[src/rtl/wdog_pkg.sv]
package wdog_pkg;

  // Number of active-low reset outputs driven from the same pulse.
  localparam int RST_OUTS = 2;

  // Index of each reset output in the output vector.
  typedef enum int {
    OUT_PERIPH = 0,
    OUT_SYSTEM = 1
  } wdog_out_e;

  // Status word, packed into the low bits of the read data.
  typedef struct packed {
    logic pulse;
    logic armed;
  } wdog_status_t;

  // Widen the status word to the read-data width.
  function automatic logic [31:0] status_word(input wdog_status_t st);
    logic [31:0] w;
    w      = '0;
    w[1:0] = st;
    return w;
  endfunction

endpackage

[src/rtl/wdog_rst_sync.sv]
module wdog_rst_sync (
  input  logic clk,
  input  logic rst_n,
  output logic rst_sync_n
);

  logic stage1_q;
  logic stage2_q;

  // Assertion is asynchronous; release passes through two flops.
  always_ff @(posedge clk or negedge rst_n) begin
    if (!rst_n) begin
      stage1_q <= 1'b0;
      stage2_q <= 1'b0;
    end else begin
      stage1_q <= 1'b1;
      stage2_q <= stage1_q;
    end
  end

  assign rst_sync_n = stage2_q;

endmodule

[src/rtl/wdog_regif.sv]
module wdog_regif
  import wdog_pkg::*;
#(
  parameter int DATA_W      = 32,
  parameter int ADDR_W      = 4,
  parameter int LIMIT_ADDR  = 0,
  parameter int COUNT_ADDR  = 4,
  parameter int STATUS_ADDR = 8
) (
  input  logic              clk,
  input  logic              rst_n,
  input  logic              wr_en,
  input  logic              rd_en,
  input  logic [ADDR_W-1:0] addr,
  input  logic [DATA_W-1:0] wdata,
  input  logic              expire,
  input  logic              pulse_act,
  input  logic              armed,
  input  logic [DATA_W-1:0] count,
  output logic              wr_hit,
  output logic              wr_arm,
  output logic              wr_stop,
  output logic [DATA_W-1:0] limit_q,
  output logic [DATA_W-1:0] rdata
);

  localparam logic [ADDR_W-1:0] A_LIMIT  = ADDR_W'(LIMIT_ADDR);
  localparam logic [ADDR_W-1:0] A_COUNT  = ADDR_W'(COUNT_ADDR);
  localparam logic [ADDR_W-1:0] A_STATUS = ADDR_W'(STATUS_ADDR);

  logic              limit_en;
  logic [DATA_W-1:0] limit_d;
  wdog_status_t      status;
  logic [31:0]       status_w;

  // Limit writes are blocked while the reset pulse is active.
  always_comb begin
    wr_hit  = wr_en && (addr == A_LIMIT) && !pulse_act;
    wr_arm  = wr_hit && (wdata != '0);
    wr_stop = wr_hit && (wdata == '0);
  end

  // A write wins over expiry; expiry clears the stored limit.
  always_comb begin
    limit_en = 1'b0;
    limit_d  = limit_q;
    if (wr_hit) begin
      limit_en = 1'b1;
      limit_d  = wdata;
    end else if (expire) begin
      limit_en = 1'b1;
      limit_d  = '0;
    end
  end

  always_ff @(posedge clk or negedge rst_n) begin
    if (!rst_n) begin
      limit_q <= '0;
    end else if (limit_en) begin
      limit_q <= limit_d;
    end
  end

  // Read mux: a combinational path, qualified by rd_en.
  always_comb begin
    status.pulse = pulse_act;
    status.armed = armed;
    status_w     = status_word(status);
    rdata        = '0;
    if (rd_en) begin
      if (addr == A_LIMIT) begin
        rdata = limit_q;
      end else if (addr == A_COUNT) begin
        rdata = count;
      end else if (addr == A_STATUS) begin
        rdata = DATA_W'(status_w);
      end
    end
  end

endmodule

[src/rtl/wdog_counter.sv]
module wdog_counter #(
  parameter int DATA_W = 32
) (
  input  logic              clk,
  input  logic              rst_n,
  input  logic              wr_hit,
  input  logic              wr_arm,
  input  logic              wr_stop,
  input  logic [DATA_W-1:0] limit,
  output logic              armed_q,
  output logic [DATA_W-1:0] count_q,
  output logic              expire
);

  logic              at_limit;
  logic              armed_d;
  logic              armed_en;
  logic [DATA_W-1:0] count_d;
  logic              count_en;

  always_comb begin
    at_limit = (count_q == limit);
    expire   = armed_q && at_limit && !wr_hit;
  end

  // Next state for the armed flag.
  always_comb begin
    armed_en = 1'b0;
    armed_d  = armed_q;
    if (wr_arm) begin
      armed_en = 1'b1;
      armed_d  = 1'b1;
    end else if (wr_stop || expire) begin
      armed_en = 1'b1;
      armed_d  = 1'b0;
    end
  end

  // Next state for the counter: clear on arm, step while below the limit.
  always_comb begin
    count_en = 1'b0;
    count_d  = count_q;
    if (wr_arm) begin
      count_en = 1'b1;
      count_d  = '0;
    end else if (armed_q && !at_limit && !wr_stop) begin
      count_en = 1'b1;
      count_d  = count_q + 1'b1;
    end
  end

  always_ff @(posedge clk or negedge rst_n) begin
    if (!rst_n) begin
      armed_q <= 1'b0;
    end else if (armed_en) begin
      armed_q <= armed_d;
    end
  end

  always_ff @(posedge clk or negedge rst_n) begin
    if (!rst_n) begin
      count_q <= '0;
    end else if (count_en) begin
      count_q <= count_d;
    end
  end

endmodule

[src/rtl/wdog_rstgen.sv]
module wdog_rstgen
  import wdog_pkg::*;
#(
  parameter int PULSE_LEN = 16
) (
  input  logic                clk,
  input  logic                rst_n,
  input  logic                fire,
  output logic                pulse_act_q,
  output logic [RST_OUTS-1:0] rst_out_n
);

  localparam int PCNT_W = (PULSE_LEN < 2) ? 1 : $clog2(PULSE_LEN + 1);
  localparam logic [PCNT_W-1:0] PCNT_LOAD = PCNT_W'(PULSE_LEN - 1);

  logic [PCNT_W-1:0] pcnt_q;
  logic [PCNT_W-1:0] pcnt_d;
  logic              act_d;
  logic              state_en;

  // Next state of the pulse timer.
  always_comb begin
    state_en = 1'b0;
    act_d    = pulse_act_q;
    pcnt_d   = pcnt_q;
    if (fire) begin
      state_en = 1'b1;
      act_d    = 1'b1;
      pcnt_d   = PCNT_LOAD;
    end else if (pulse_act_q) begin
      state_en = 1'b1;
      if (pcnt_q == '0) begin
        act_d = 1'b0;
      end else begin
        pcnt_d = pcnt_q - 1'b1;
      end
    end
  end

  always_ff @(posedge clk or negedge rst_n) begin
    if (!rst_n) begin
      pulse_act_q <= 1'b0;
      pcnt_q      <= '0;
    end else if (state_en) begin
      pulse_act_q <= act_d;
      pcnt_q      <= pcnt_d;
    end
  end

  // One registered driver per reset output, so each has its own fan-out tree.
  for (genvar g = 0; g < RST_OUTS; g++) begin : g_out
    always_ff @(posedge clk or negedge rst_n) begin
      if (!rst_n) begin
        rst_out_n[g] <= 1'b1;
      end else if (state_en) begin
        rst_out_n[g] <= ~act_d;
      end
    end
  end

endmodule

[src/rtl/wdog_timer.sv]
module wdog_timer
  import wdog_pkg::*;
#(
  parameter int DATA_W      = 32,
  parameter int ADDR_W      = 4,
  parameter int PULSE_LEN   = 16,
  parameter int LIMIT_ADDR  = 0,
  parameter int COUNT_ADDR  = 4,
  parameter int STATUS_ADDR = 8
) (
  input  logic              clk,
  input  logic              rst_n,
  input  logic              wr_en,
  input  logic              rd_en,
  input  logic [ADDR_W-1:0] addr,
  input  logic [DATA_W-1:0] wdata,
  output logic [DATA_W-1:0] rdata,
  output logic              armed,
  output logic              periph_rst_n,
  output logic              sys_rst_n
);

  logic                rst_sync_n;
  logic                wr_hit;
  logic                wr_arm;
  logic                wr_stop;
  logic                expire;
  logic                pulse_act;
  logic                armed_q;
  logic [DATA_W-1:0]   limit_q;
  logic [DATA_W-1:0]   count_q;
  logic [RST_OUTS-1:0] rst_out_n;

  wdog_rst_sync u_sync (
    .clk        (clk),
    .rst_n      (rst_n),
    .rst_sync_n (rst_sync_n)
  );

  wdog_regif #(
    .DATA_W      (DATA_W),
    .ADDR_W      (ADDR_W),
    .LIMIT_ADDR  (LIMIT_ADDR),
    .COUNT_ADDR  (COUNT_ADDR),
    .STATUS_ADDR (STATUS_ADDR)
  ) u_regif (
    .clk       (clk),
    .rst_n     (rst_sync_n),
    .wr_en     (wr_en),
    .rd_en     (rd_en),
    .addr      (addr),
    .wdata     (wdata),
    .expire    (expire),
    .pulse_act (pulse_act),
    .armed     (armed_q),
    .count     (count_q),
    .wr_hit    (wr_hit),
    .wr_arm    (wr_arm),
    .wr_stop   (wr_stop),
    .limit_q   (limit_q),
    .rdata     (rdata)
  );

  wdog_counter #(
    .DATA_W (DATA_W)
  ) u_counter (
    .clk     (clk),
    .rst_n   (rst_sync_n),
    .wr_hit  (wr_hit),
    .wr_arm  (wr_arm),
    .wr_stop (wr_stop),
    .limit   (limit_q),
    .armed_q (armed_q),
    .count_q (count_q),
    .expire  (expire)
  );

  wdog_rstgen #(
    .PULSE_LEN (PULSE_LEN)
  ) u_rstgen (
    .clk         (clk),
    .rst_n       (rst_sync_n),
    .fire        (expire),
    .pulse_act_q (pulse_act),
    .rst_out_n   (rst_out_n)
  );

  assign armed        = armed_q;
  assign periph_rst_n = rst_out_n[OUT_PERIPH];
  assign sys_rst_n    = rst_out_n[OUT_SYSTEM];

endmodule

[config.mk]
export PLATFORM = sky130hd
export DESIGN_NAME = wdog_timer
export DESIGN_NICKNAME = d
export VERILOG_FILES = /design/src/rtl/wdog_pkg.sv /design/src/rtl/wdog_rst_sync.sv /design/src/rtl/wdog_regif.sv /design/src/rtl/wdog_counter.sv /design/src/rtl/wdog_rstgen.sv /design/src/rtl/wdog_timer.sv
export SDC_FILE = /design/constraint.sdc
export NUM_CORES = 1
export LEC_CHECK = 0
export BUFFER_PORTS_ARGS = -buffer_cell sky130_fd_sc_hd__buf_2
export CORE_MARGIN = 2
export CORE_UTILIZATION = 50
export CTS_BUF_LIST = sky130_fd_sc_hd__clkbuf_4 sky130_fd_sc_hd__clkbuf_8
export DETAILED_ROUTE_END_ITERATION = 16
export PLACE_DENSITY = 0.72
export SKIP_CTS_REPAIR_TIMING = 1
export SLEW_MARGIN = 10
export SYNTH_ARGS = -nofsm -noshare
export SYNTH_HDL_FRONTEND = slang
export SYNTH_SLANG_ARGS = --single-unit
export TNS_END_PERCENT = 10
[constraint.sdc]
create_clock -name clk -period 5.7 [get_ports clk]
set_input_delay 1.14 -clock clk [delete_from_list [all_inputs] [get_ports clk]]
set_output_delay 1.14 -clock clk [all_outputs]
set_load 0.01 [all_outputs]
==> results.sh <==
export IMPL_coreArea_mm2=0.00830
export IMPL_rows=33
export IMPL_wl_per_cell_um=18.2
export IMPL_holdPathStages=0
export IMPL_hp_start="u_sync.stage1_q"
export IMPL_r2r_start="u_rstgen.pulse_act_q"
export IMPL_grt_pass1_wl_mm=18.1
export IMPL_final_nets=545
export IMPL_clk_latency_ns=0.35
export IMPL_clkTransAtPathRegs_ns=0.08
export IMPL_yosysTopAreaCell="dfrtp_1"
export IMPL_wl_met1_mm=5.21
export IMPL_clkSinkCount=74
export IMPL_cts_made_buffers=9
export IMPL_dp_hpwl_mm=7.95
export IMPL_power_internal_uw=934
export IMPL_outcome="complete, no violations"
export IMPL_combPwrFrac_pct=16.0
export IMPL_grt_max_degree=73
export IMPL_cts_root_buf="clkbuf_8"
export IMPL_setup_viol=0
export IMPL_ant_nets=0
export IMPL_drv_slew=0
export IMPL_cts_tree="built"
export IMPL_cp_required_ns=5.97
export IMPL_utilization_pct=59.7
export IMPL_p_per_area_mw_per_mm2=267
export IMPL_cts_buffer_depth=2
export IMPL_hold_path_class="register to register"
export IMPL_dieArea_mm2=0.00942
export IMPL_num_antenna_cells=0
export IMPL_io_pins=75
export IMPL_ys_types=48
export IMPL_finalCritPeriodShare_pct=62.4
export IMPL_final_layout_size_suffix_gt1_share_pct=21.9
export IMPL_syn_area_mm2=0.00433
export IMPL_power_frac_clock_pct=34.7
export IMPL_area_delta_synth_final_pct=14.4
export IMPL_r2r_cells=7
export IMPL_wl_met2_mm=5.05
export IMPL_async_flop_share_pct=100
export IMPL_start_util_pct=52.2
export IMPL_switchingPower_uw=389
export IMPL_rr_endpoint="u_counter.count_q[19]"
export IMPL_syn_area_per_cell_um2=9.67
export IMPL_min_period_ns=3.55
export IMPL_power_leakage_nw=2.31
export IMPL_hold_viol=0
export IMPL_gp_congestion=0.884
export IMPL_tightestPinTransition_ns=0.908
export IMPL_worstSetupEndpointType="register"
export IMPL_p_seq_share_pct=49.4
export IMPL_overflow=0
export IMPL_synth_edff_count=0
export IMPL_startpoint_type="input port"
export IMPL_die_x_um=97.1
export IMPL_post_synth_top_count_cell="dfrtp_1"
export IMPL_routed_via_density=6.24
export IMPL_drt_pass1_iterations=5
export IMPL_synth_flop_cell="dfrtp_1"
export IMPL_holdPathEnd="u_sync.rst_sync_n"
export IMPL_arrival_ns=3.83
export IMPL_peakVddDrop_mv=0.156
export IMPL_ys_warn_count=0
export IMPL_worstSetupPathType="input port to register"
export IMPL_drc=0
export IMPL_rrSetupSlack_ns=2.93
export IMPL_swShare_pct=29.4
export IMPL_crit_path_max_fanout=39
export IMPL_syn_nets=491
export IMPL_ys_top_cells_by_area="dfrtp_1 (42%), xor2_1 (6.7%), a22o_1 (6.5%), a22oi_1 (5.2%), nor2b_1 (4.6%)"
export IMPL_portBuffers=74
export IMPL_ys_seq_area_share_pct=42.8
export IMPL_grt_pass1_vias=3596
export IMPL_antenna_found_initial=0
export IMPL_synthTopCellsByCount="dfrtp_1 (73), xor2_1 (33), a22o_1 (32), nand2_1 (32), nor2b_1 (32)"
export IMPL_clock_skew_ns=0.00855
export IMPL_h_tree_depth=3
export IMPL_drt_total_wl_mm=11.1
export IMPL_grt_setup_unrepaired="no"
export IMPL_die_height_um=97.1
export IMPL_route_vias_total=3819
export IMPL_fmax_ghz=0.281
export IMPL_wl_met3_um=606
export IMPL_ys_ff_latch=74
export IMPL_drv_cap=0
export IMPL_gr_usage_all_layers_pct=23.8
export IMPL_synth_top_area_share_pct=42.2
export IMPL_syn_inst=448
export IMPL_maxSlewHeadroom_pct=39.5
export IMPL_routed_top_layer="met4"
export IMPL_drt_iter0_drc=225
export IMPL_finalSetupTns_ns=0
-- worst max-delay path by stage --
stage | from | endpoint | slack (ns) | cells past startpoint
6_report | addr[3] | u_counter.count_q[19] | 2.15 | 9
2_1_floorplan | addr[1] | rdata[10] | 2.38 | 4
3_3_place_gp | addr[3] | u_counter.count_q[19] | 1.92 | 9
3_5_place_dp | addr[3] | u_counter.count_q[19] | 1.85 | 9
4_1_cts | addr[3] | u_counter.count_q[25] | 2.17 | 9
5_1_grt | addr[2] | u_counter.count_q[25] | 1.88 | 9
-- cell usage in the layout (no fill, tap or decap), types with 2 or more instances in the layout --
cell	count
and3_1	5
o21a_1	4
o31a_1	2
nand2_1	32
nor2_1	13
or3_1	3
nor4_1	26
o31ai_1	8
clkbuf_8	9
bufinv_16	2
nand4_1	15
o21ai_0	6
ha_1	3
nand2b_1	4
o311ai_0	3
nand3_1	13
mux2i_1	11
nor3_1	2
nor4b_1	2
clkbuf_4	2
o22ai_1	2
a22oi_1	30
buf_2	74
xor2_1	33
a22o_1	32
o41ai_1	3
buf_4	7
dfrtp_1	72
a21oi_1	11
inv_1	7
or4_1	6
xnor2_1	4
nor2b_1	32
and4_1	2
o211ai_1	5
-- cell type report --
cell class / instances / area, µm²
Timing Repair Buffer: 81 / 423
Multi-Input combinational cell: 329 / 2300
Sequential cell: 74 / 1850
Clock buffer: 11 / 139
Inverter: 7 / 26.3
Tap cell: 105 / 131
Fill cell: 686 / 3340
Clock inverter: 5 / 81.3
-- state kept, by name (all words and copies together) (netlist names) --
name	cells
u_counter.armed_q	1
u_counter.count_q	32
u_regif.limit_q	32
u_rstgen.pcnt_q	5
u_rstgen.pulse_act_q	1
u_rstgen.rst_out_n	1
u_sync.rst_sync_n	1
u_sync.stage1_q	1
-- through the flow --
stage	instances	hold WS (ns)	area (µm²)	setup slack (ns)	total power [mW]
5_1_grt	612	0.376	4950	1.88	1.39
3_3_place_gp	596	0.332	4730	1.92	0.867
6_report	612	0.353	4950	2.15	1.32
4_1_cts	612	0.356	4950	2.17	1.33
2_1_floorplan	448	0.331	4330	2.38	0.795
3_5_place_dp	596	0.336	4730	1.85	0.871
-- cell families after synthesis --
family	after synthesis	share of synthesized area [%]
flops	74	42.8
xor+xnor	37	7.48
fa+ha+maj	3	0.867
simple gates	163	21.6
mux	11	2.54
buf+inv	45	4.54
compound gates	114	20.1
other cells	1	0.0866
-- routing by layer --
layer / track usage, % / up-vias
met3: 4.24 / 20
met2: 36.2 / 130
met1: 34.8 / 1877
met5: 0 / -
met4: 7.58 / 0
li1: - / 1792
-- power groups by stage --
| stage | registers [mW] | logic, mW | clock network, mW |
|---|---|---|---|
| after floorplan | 0.641 | 0.154 | 0 |
| after global placement | 0.660 | 0.207 | 0 |
| final | 0.653 | 0.211 | 0.459 |
| after detailed placement | 0.661 | 0.210 | 0 |
| after global routing | 0.661 | 0.240 | 0.486 |
| after CTS | 0.652 | 0.213 | 0.461 |
-- worst max-delay path, stage by stage --
cell	delay, ns
buf_2	0.14
nor4_2	0.06
buf_4	0.22
and3_1	0.22
buf_4	0.25
nor2_1	0.61
nand3_1	0.46
or4_1	0.57
a21oi_1	0.15
(Power assumes the default switching activity.)
